File: config.mk
export PLATFORM = sky130hd
export DESIGN_NAME = interval_timer
export DESIGN_NICKNAME = d
export VERILOG_FILES = /design/src/rtl/interval_timer_pkg.sv /design/src/rtl/interval_timer_dp.sv /design/src/rtl/interval_timer_ctrl.sv /design/src/rtl/interval_timer.sv
export SDC_FILE = /design/constraint.sdc
export NUM_CORES = 1
export LEC_CHECK = 0
export ABC_CLOCK_PERIOD_IN_PS = 5000
export CORE_ASPECT_RATIO = 1.1
export CORE_UTILIZATION = 25
export DETAILED_ROUTE_END_ITERATION = 6
export HOLD_SLACK_MARGIN = 0.02
export PLACE_DENSITY = 0.5
export SLEW_MARGIN = 40
export SYNTH_ARGS = -nofsm -noshare
export SYNTH_HDL_FRONTEND = slang
export SYNTH_SLANG_ARGS = --single-unit
File: constraint.sdc
create_clock -name clk -period 5 [get_ports clk]
set_clock_uncertainty 0.05 [all_clocks]
set_input_delay 1.5 -clock clk [delete_from_list [all_inputs] [get_ports clk]]
set_output_delay 1.5 -clock clk [all_outputs]
set_load 0.005 [all_outputs]
File: src/rtl/interval_timer_pkg.sv
`timescale 1ns/1ps
package interval_timer_pkg;
  localparam int BYTE_W  = 8;
  localparam int CNT_W   = 2 * BYTE_W;
  localparam int NUM_TMR = 2;
  localparam int SEL_W   = 4;

  localparam logic [SEL_W-1:0] IDX_T1_LO  = 4'd4;
  localparam logic [SEL_W-1:0] IDX_T1_HI  = 4'd5;
  localparam logic [SEL_W-1:0] IDX_LAT_LO = 4'd6;
  localparam logic [SEL_W-1:0] IDX_LAT_HI = 4'd7;
  localparam logic [SEL_W-1:0] IDX_T2_LO  = 4'd8;
  localparam logic [SEL_W-1:0] IDX_T2_HI  = 4'd9;
  localparam logic [SEL_W-1:0] IDX_MODE   = 4'd11;
  localparam logic [SEL_W-1:0] IDX_STAT   = 4'd13;

  localparam logic [1:0] MODE_CONT = 2'b01;
  localparam int FLAG_BIT = 6;

  // strobes from control to one counter datapath
  typedef struct packed {
    logic cntLo;
    logic cntHi;
    logic latLo;
    logic latHi;
  } tmrStb_t;

  function automatic logic [SEL_W-1:0] cntLoIdx(int t);
    return (t == 0) ? IDX_T1_LO : IDX_T2_LO;
  endfunction

  function automatic logic [SEL_W-1:0] cntHiIdx(int t);
    return (t == 0) ? IDX_T1_HI : IDX_T2_HI;
  endfunction
endpackage

File: src/rtl/interval_timer_dp.sv
`timescale 1ns/1ps
module interval_timer_dp
  import interval_timer_pkg::*;
#(
  parameter bit HAS_LATCH = 1'b1
) (
  input  logic              clk,
  input  logic              rstN,
  input  logic              tickEn,
  input  tmrStb_t           stb,
  input  logic [BYTE_W-1:0] wrByte,
  output logic [CNT_W-1:0]  count,
  output logic [CNT_W-1:0]  latch,
  output logic              expire
);
  localparam int HI_LSB = BYTE_W;

  logic [CNT_W-1:0] cntQ;
  logic [CNT_W-1:0] latQ;
  logic [CNT_W-1:0] reloadVal;
  logic             cntWrite;

  assign cntWrite  = stb.cntLo | stb.cntHi;
  assign expire    = tickEn & ~cntWrite & (cntQ == '0);
  assign reloadVal = latQ - CNT_W'(1);

  always_ff @(posedge clk or negedge rstN) begin
    if (!rstN) begin
      cntQ <= '1;
    end else if (stb.cntLo) begin
      cntQ <= {cntQ[CNT_W-1:HI_LSB], wrByte};
    end else if (stb.cntHi) begin
      cntQ <= {wrByte, cntQ[HI_LSB-1:0]};
    end else if (tickEn) begin
      cntQ <= (cntQ == '0) ? reloadVal : cntQ - CNT_W'(1);
    end
  end

  generate
    if (HAS_LATCH) begin : g_latch
      always_ff @(posedge clk or negedge rstN) begin
        if (!rstN) begin
          latQ <= '0;
        end else begin
          if (stb.latLo) latQ[HI_LSB-1:0]     <= wrByte;
          if (stb.latHi) latQ[CNT_W-1:HI_LSB] <= wrByte;
        end
      end
    end else begin : g_fixed
      // zero latch: reload value wraps to all ones
      logic unusedLatStb;
      assign unusedLatStb = stb.latLo ^ stb.latHi;
      assign latQ = '0;
    end
  endgenerate

  assign count = cntQ;
  assign latch = latQ;
endmodule

File: src/rtl/interval_timer_ctrl.sv
`timescale 1ns/1ps
module interval_timer_ctrl
  import interval_timer_pkg::*;
#(
  parameter logic [NUM_TMR-1:0] IRQ_MASK = 2'b01
) (
  input  logic                           clk,
  input  logic                           rstN,
  input  logic [SEL_W-1:0]               regSel,
  input  logic                           wrEn,
  input  logic                           rdEn,
  input  logic [BYTE_W-1:0]              wrData,
  input  logic [NUM_TMR-1:0][CNT_W-1:0]  tmrCnt,
  input  logic [CNT_W-1:0]               t1Latch,
  input  logic [NUM_TMR-1:0]             tmrExpire,
  output tmrStb_t [NUM_TMR-1:0]          tmrStb,
  output logic [BYTE_W-1:0]              rdData,
  output logic [BYTE_W-1:0]              modeByte,
  output logic                           flag
);
  logic [BYTE_W-1:0] modeQ;
  logic              flagQ;
  logic              flagSet;
  logic              flagClr;
  logic              contMode;

  always_comb begin
    for (int t = 0; t < NUM_TMR; t++) begin
      tmrStb[t].cntLo = wrEn && (regSel == cntLoIdx(t));
      tmrStb[t].cntHi = wrEn && (regSel == cntHiIdx(t));
      tmrStb[t].latLo = (t == 0) && wrEn && (regSel == IDX_LAT_LO);
      tmrStb[t].latHi = (t == 0) && wrEn && (regSel == IDX_LAT_HI);
    end
  end

  assign contMode = (modeQ[BYTE_W-1:BYTE_W-2] == MODE_CONT);
  assign flagSet  = contMode && |(tmrExpire & IRQ_MASK);
  assign flagClr  = (wrEn && (regSel == IDX_STAT) && wrData[FLAG_BIT]) ||
                    (rdEn && ((regSel == IDX_T1_LO) || (regSel == IDX_T1_HI)));

  always_ff @(posedge clk or negedge rstN) begin
    if (!rstN) begin
      modeQ <= '0;
      flagQ <= 1'b0;
    end else begin
      if (wrEn && (regSel == IDX_MODE)) modeQ <= wrData;
      if (flagSet)      flagQ <= 1'b1;
      else if (flagClr) flagQ <= 1'b0;
    end
  end

  always_comb begin
    rdData = '0;
    case (regSel)
      IDX_T1_LO:  rdData = tmrCnt[0][BYTE_W-1:0];
      IDX_T1_HI:  rdData = tmrCnt[0][CNT_W-1:BYTE_W];
      IDX_LAT_LO: rdData = t1Latch[BYTE_W-1:0];
      IDX_LAT_HI: rdData = t1Latch[CNT_W-1:BYTE_W];
      IDX_T2_LO:  rdData = tmrCnt[1][BYTE_W-1:0];
      IDX_T2_HI:  rdData = tmrCnt[1][CNT_W-1:BYTE_W];
      IDX_MODE:   rdData = modeQ;
      IDX_STAT:   rdData[FLAG_BIT] = flagQ;
      default:    rdData = '0;
    endcase
  end

  assign modeByte = modeQ;
  assign flag     = flagQ;
endmodule

File: src/rtl/interval_timer.sv
`timescale 1ns/1ps
module interval_timer
  import interval_timer_pkg::*;
(
  input  logic              clk,
  input  logic              rstN,
  input  logic              tickEn,
  input  logic [SEL_W-1:0]  regSel,
  input  logic              wrEn,
  input  logic              rdEn,
  input  logic [BYTE_W-1:0] wrData,
  output logic [BYTE_W-1:0] rdData,
  output logic              t1Irq
);
  tmrStb_t [NUM_TMR-1:0]          tmrStb;
  logic [NUM_TMR-1:0][CNT_W-1:0]  tmrCnt;
  logic [NUM_TMR-1:0][CNT_W-1:0]  tmrLat;
  logic [NUM_TMR-1:0]             tmrExpire;
  logic [BYTE_W-1:0]              modeByte;
  logic                           unusedLat;

  generate
    for (genvar t = 0; t < NUM_TMR; t++) begin : g_tmr
      interval_timer_dp #(.HAS_LATCH(t == 0)) u_dp (
        .clk    (clk),
        .rstN   (rstN),
        .tickEn (tickEn),
        .stb    (tmrStb[t]),
        .wrByte (wrData),
        .count  (tmrCnt[t]),
        .latch  (tmrLat[t]),
        .expire (tmrExpire[t])
      );
    end
  endgenerate

  assign unusedLat = ^tmrLat[NUM_TMR-1:1];

  interval_timer_ctrl #(.IRQ_MASK(2'b01)) u_ctrl (
    .clk       (clk),
    .rstN      (rstN),
    .regSel    (regSel),
    .wrEn      (wrEn),
    .rdEn      (rdEn),
    .wrData    (wrData),
    .tmrCnt    (tmrCnt),
    .t1Latch   (tmrLat[0]),
    .tmrExpire (tmrExpire),
    .tmrStb    (tmrStb),
    .rdData    (rdData),
    .modeByte  (modeByte),
    .flag      (t1Irq)
  );
endmodule

==> run summary, run 1 <==
CP max stage cell: clkdlybuf4s50_1
Min Clock Period, post-route: 4.926 ns
Max Cap Viol: 0
fillers: 1,683
H-tree Lvls: 3
Post-DRT Antenna Nets: 0
top cells by area, synth: dfstp_2 (21%), dfrtp_1 (16%), mux2_2 (8.4%)
Synth cell types: 71
gr usage total: 17.29%
WL/cell: 19.97 µm
DP Area: 0.004522 mm²
Avg Cell Area, Syn: 9.010 µm²
Worst VDD drop: 0.2111 mV
Ys Warns: 0
via count: 3,802
Initial Utilization: 25.60%
TritonCTS buffer count: 9
Post-route DRC: 0
GR Overflow Total: 0
P_int: 1.402 mW
top_reg_cell synth: dfstp_2
Post-CTS Hold Fix Bufs: 0
CORE AREA: 0.01574 mm²
Synth area leader: dfstp_2
Syn Nets: 467
Critical Path Sink Type: primary output
measured slew at the worst slew-check pin: 0.8271 ns
CTS tree: yes
cells after synthesis: 447
DP Worst Slack: -0.04432 ns
register bit total from synthesis: 57
layout net count: 493
Inserted Diodes: 0
Worst Hold Class: flop to flop
Die Ht: 135.1 µm
vias in the first global route: 3,806
Fmax: 203.0 MHz
IO buf count: 25
sequential area share after synthesis: 36.41%
first-pass GRT wire length: 21.67 mm
worst-path cell chain: clkdlybuf4s50_1, buf_12, mux2_2, a22oi_1, o221ai_1, clkdlybuf4s50_1
die area: 0.01662 mm²
DRT iter0 DRCs: 408
postcts setup bufs: 0
max incr delay on CP: 0.50 ns
largest net degree at the start of global routing: 37
clk buf depth: 2
worst skew pair latency: 0.33 ns
chip width: 123.0 µm
Slew headroom: 44.28%
RePlAce Congestion: 0.9199
Post-synth EDFFs: 0
crit share post-route: 98.53%
TNS Setup: 0 ns
Synth Cell Area: 0.004028 mm²
CTS Sinks: 57
critical path peak fanout: 20
Final Hold Viols: 0
Clock Tree Root: clkbuf_16
CP most frequent cell: clkdlybuf4s50_1
pwr dens: 434.7 mW/mm²
fin. max-slew vios: 0
HPWL Detailed: 9.794 mm
final setup fails: 0
Gate power share: 24.0%
clock network power share: 33.8%
RSZ-0062 raised after global routing: false
switching power total: 0.7233 mW
Routed WL: 13.54 mm
worst hold slack: 0.4389 ns
# IOs: 26
leakage: 1.811 nW
antenna violations before repair: 0
Crit Path Category: input port to primary output
synth-to-layout area growth: 21.37%
status: finished, final reports clean
clk slew on worst S/H paths: 0.05 ns
post-synthesis async set-or-reset flop share: 100.0%
Sw Ratio: 34.04%
share of the synthesized area in the top cell type: 20.88%
Cell Rows: 48
Final WS setup: 0.07361 ns
crit path launch type: input port
required time worst endpoint: 3.45 ns
Vias/cell: 5.608
layout cells sized above 1: 23.22%
drt pass-1 iters: 5
post-route cell area: 0.004888 mm²
Sequential Power Share: 42.2%
Worst EP arrival: 3.38 ns
-- final cells by class --
class                   instances  area, µm²  share of cell area, %
flip-flops and latches         57       1466                  30.00
inverters                       8      30.03                 0.6143
repair buffers                 37      361.6                  7.397
multi-input cells             360       2435                  49.81
well taps                     200      250.2                  5.119
clock buffers                  11      242.7                  4.965
clock inverters                 5      102.6                  2.099
-- cell families after synthesis --
logic type	count (synthesis)	share of synthesized area (%)
and+or+nand+nor	158	20.75
AOI/OAI and AO/OA	147	24.79
DFF	57	36.41
muxes	42	11.37
buffers and inverters	30	3.572
xor gates and xnor gates	10	2.175
adders and majority gates	3	0.9321
-- power by group through the flow --
stage          Combinational (mW)  Sequential [mW]  Clock [mW]
2_1_floorplan               0.394            0.776           0
3_3_place_gp                0.495            0.895           0
5_1_grt                     0.564            0.921       0.755
3_5_place_dp                0.500            0.897           0
6_report                    0.510            0.896       0.718
4_1_cts                     0.506            0.891       0.731
-- final timing paths --
| check | startpoint | endpoint | cells after the start | slack, ns |
|---|---|---|---|---|
| setup / recovery | regSel[0] | rdData[4] | 6 | 0.07 |
| setup reg to reg | g_tmr[0].u_dp.count[3] | g_tmr[0].u_dp.count[12] | 11 | 1.63 |
| max in group asynchronous | rstN | g_tmr[0].u_dp.count[8] | 2 | 3.09 |
| hold reg to reg | g_tmr[1].u_dp.count[11] | g_tmr[1].u_dp.count[11] | 2 | 0.44 |
| hold / removal | g_tmr[1].u_dp.count[11] | g_tmr[1].u_dp.count[11] | 2 | 0.44 |
| min in group asynchronous | rstN | g_tmr[0].u_dp.latch[2] | 1 | 1.08 |
-- cells in the mapped netlist, types with 4 or more instances --
cell type,n
nor2_1,42
a21oi_1,34
dfstp_2,32
mux2_2,30
o21ai_0,28
nand2_1,27
dfrtp_1,25
nor3_1,17
a22oi_1,16
clkbuf_1,12
mux2i_1,12
nand4_1,11
o22ai_1,11
nand3_1,10
a31oi_1,8
inv_1,8
o22a_1,8
xnor2_1,7
a211oi_1,6
and3_1,6
nor2b_1,6
o21ai_1,6
or3_1,6
buf_2,5
a221oi_1,4
nand2b_1,4
nor4_1,4
-- state kept, by name, summed over array words and instances, names as in the netlist --
register          cells
g_tmr.u_dp.latch     16
g_tmr.u_dp.count     32
u_ctrl.modeByte       8
u_ctrl.flag           1
-- cells in the final DEF, fill, tap and decap left out, drive strengths merged, types with 12 or more instances in the layout --
master / n
dfstp: 32
a22oi: 16
nor2: 43
buf: 13
clkdlybuf4s50: 21
mux2i: 12
o21ai: 34
dfrtp: 25
a21oi: 35
nor3: 19
mux2: 30
nand2: 28
-- critical path, delay by kind of cell --
| family | cells | cell delay [ns] |
|---|---|---|
| muxes | 1 | 0.34 |
| buffers and inverters | 3 | 1.14 |
| AOI/OAI and AO/OA | 2 | 0.38 |
-- layer usage --
layer	share of wire (%)	track usage, %
met1	45	23.01
met4	2.9	7.162
met2	47	27.09
met3	5.4	3.547
met5	0	0
-- what timing repair did --
action / in CTS / in global routing
setup endpoints to repair: 4 / 4
cloned: 0 / 0
pin swaps: 0 / 1
resized for setup: 3 / 7
-- metrics by stage --
| stage | util [%] | power, mW | instances |
|---|---|---|---|
| 2_1_floorplan | - | 1.170 | 447 |
| 3_3_place_gp | 28.67 | 1.391 | 662 |
| 3_5_place_dp | 28.74 | 1.397 | 662 |
| 4_1_cts | 30.96 | 2.128 | 678 |
| 5_1_grt | 31.07 | 2.239 | 678 |
| 6_report | 31.07 | 2.125 | 678 |
Note: power is estimated with default switching activity, not from simulation.
==> run 2: changes to the inputs <==
--- a/config.mk
+++ b/config.mk
@@ -6,6 +6,7 @@
 export NUM_CORES = 1
 export LEC_CHECK = 0
 export ABC_CLOCK_PERIOD_IN_PS = 5000
+export CAP_MARGIN = 20
 export CORE_ASPECT_RATIO = 1.1
 export CORE_UTILIZATION = 25
 export DETAILED_ROUTE_END_ITERATION = 6
==> results of run 2 <==
Same layout as run 1: the final DEF is identical, and so are final timing and power.
==> run 3: changes to the inputs <==
--- a/config.mk
+++ b/config.mk
@@ -9,6 +9,7 @@
 export CAP_MARGIN = 20
 export CORE_ASPECT_RATIO = 1.1
 export CORE_UTILIZATION = 25
+export CTS_CLUSTER_DIAMETER = 120
 export DETAILED_ROUTE_END_ITERATION = 6
 export HOLD_SLACK_MARGIN = 0.02
 export PLACE_DENSITY = 0.5
==> results of run 3 <==
Same layout as run 1: the final DEF is identical, and so are final timing and power.
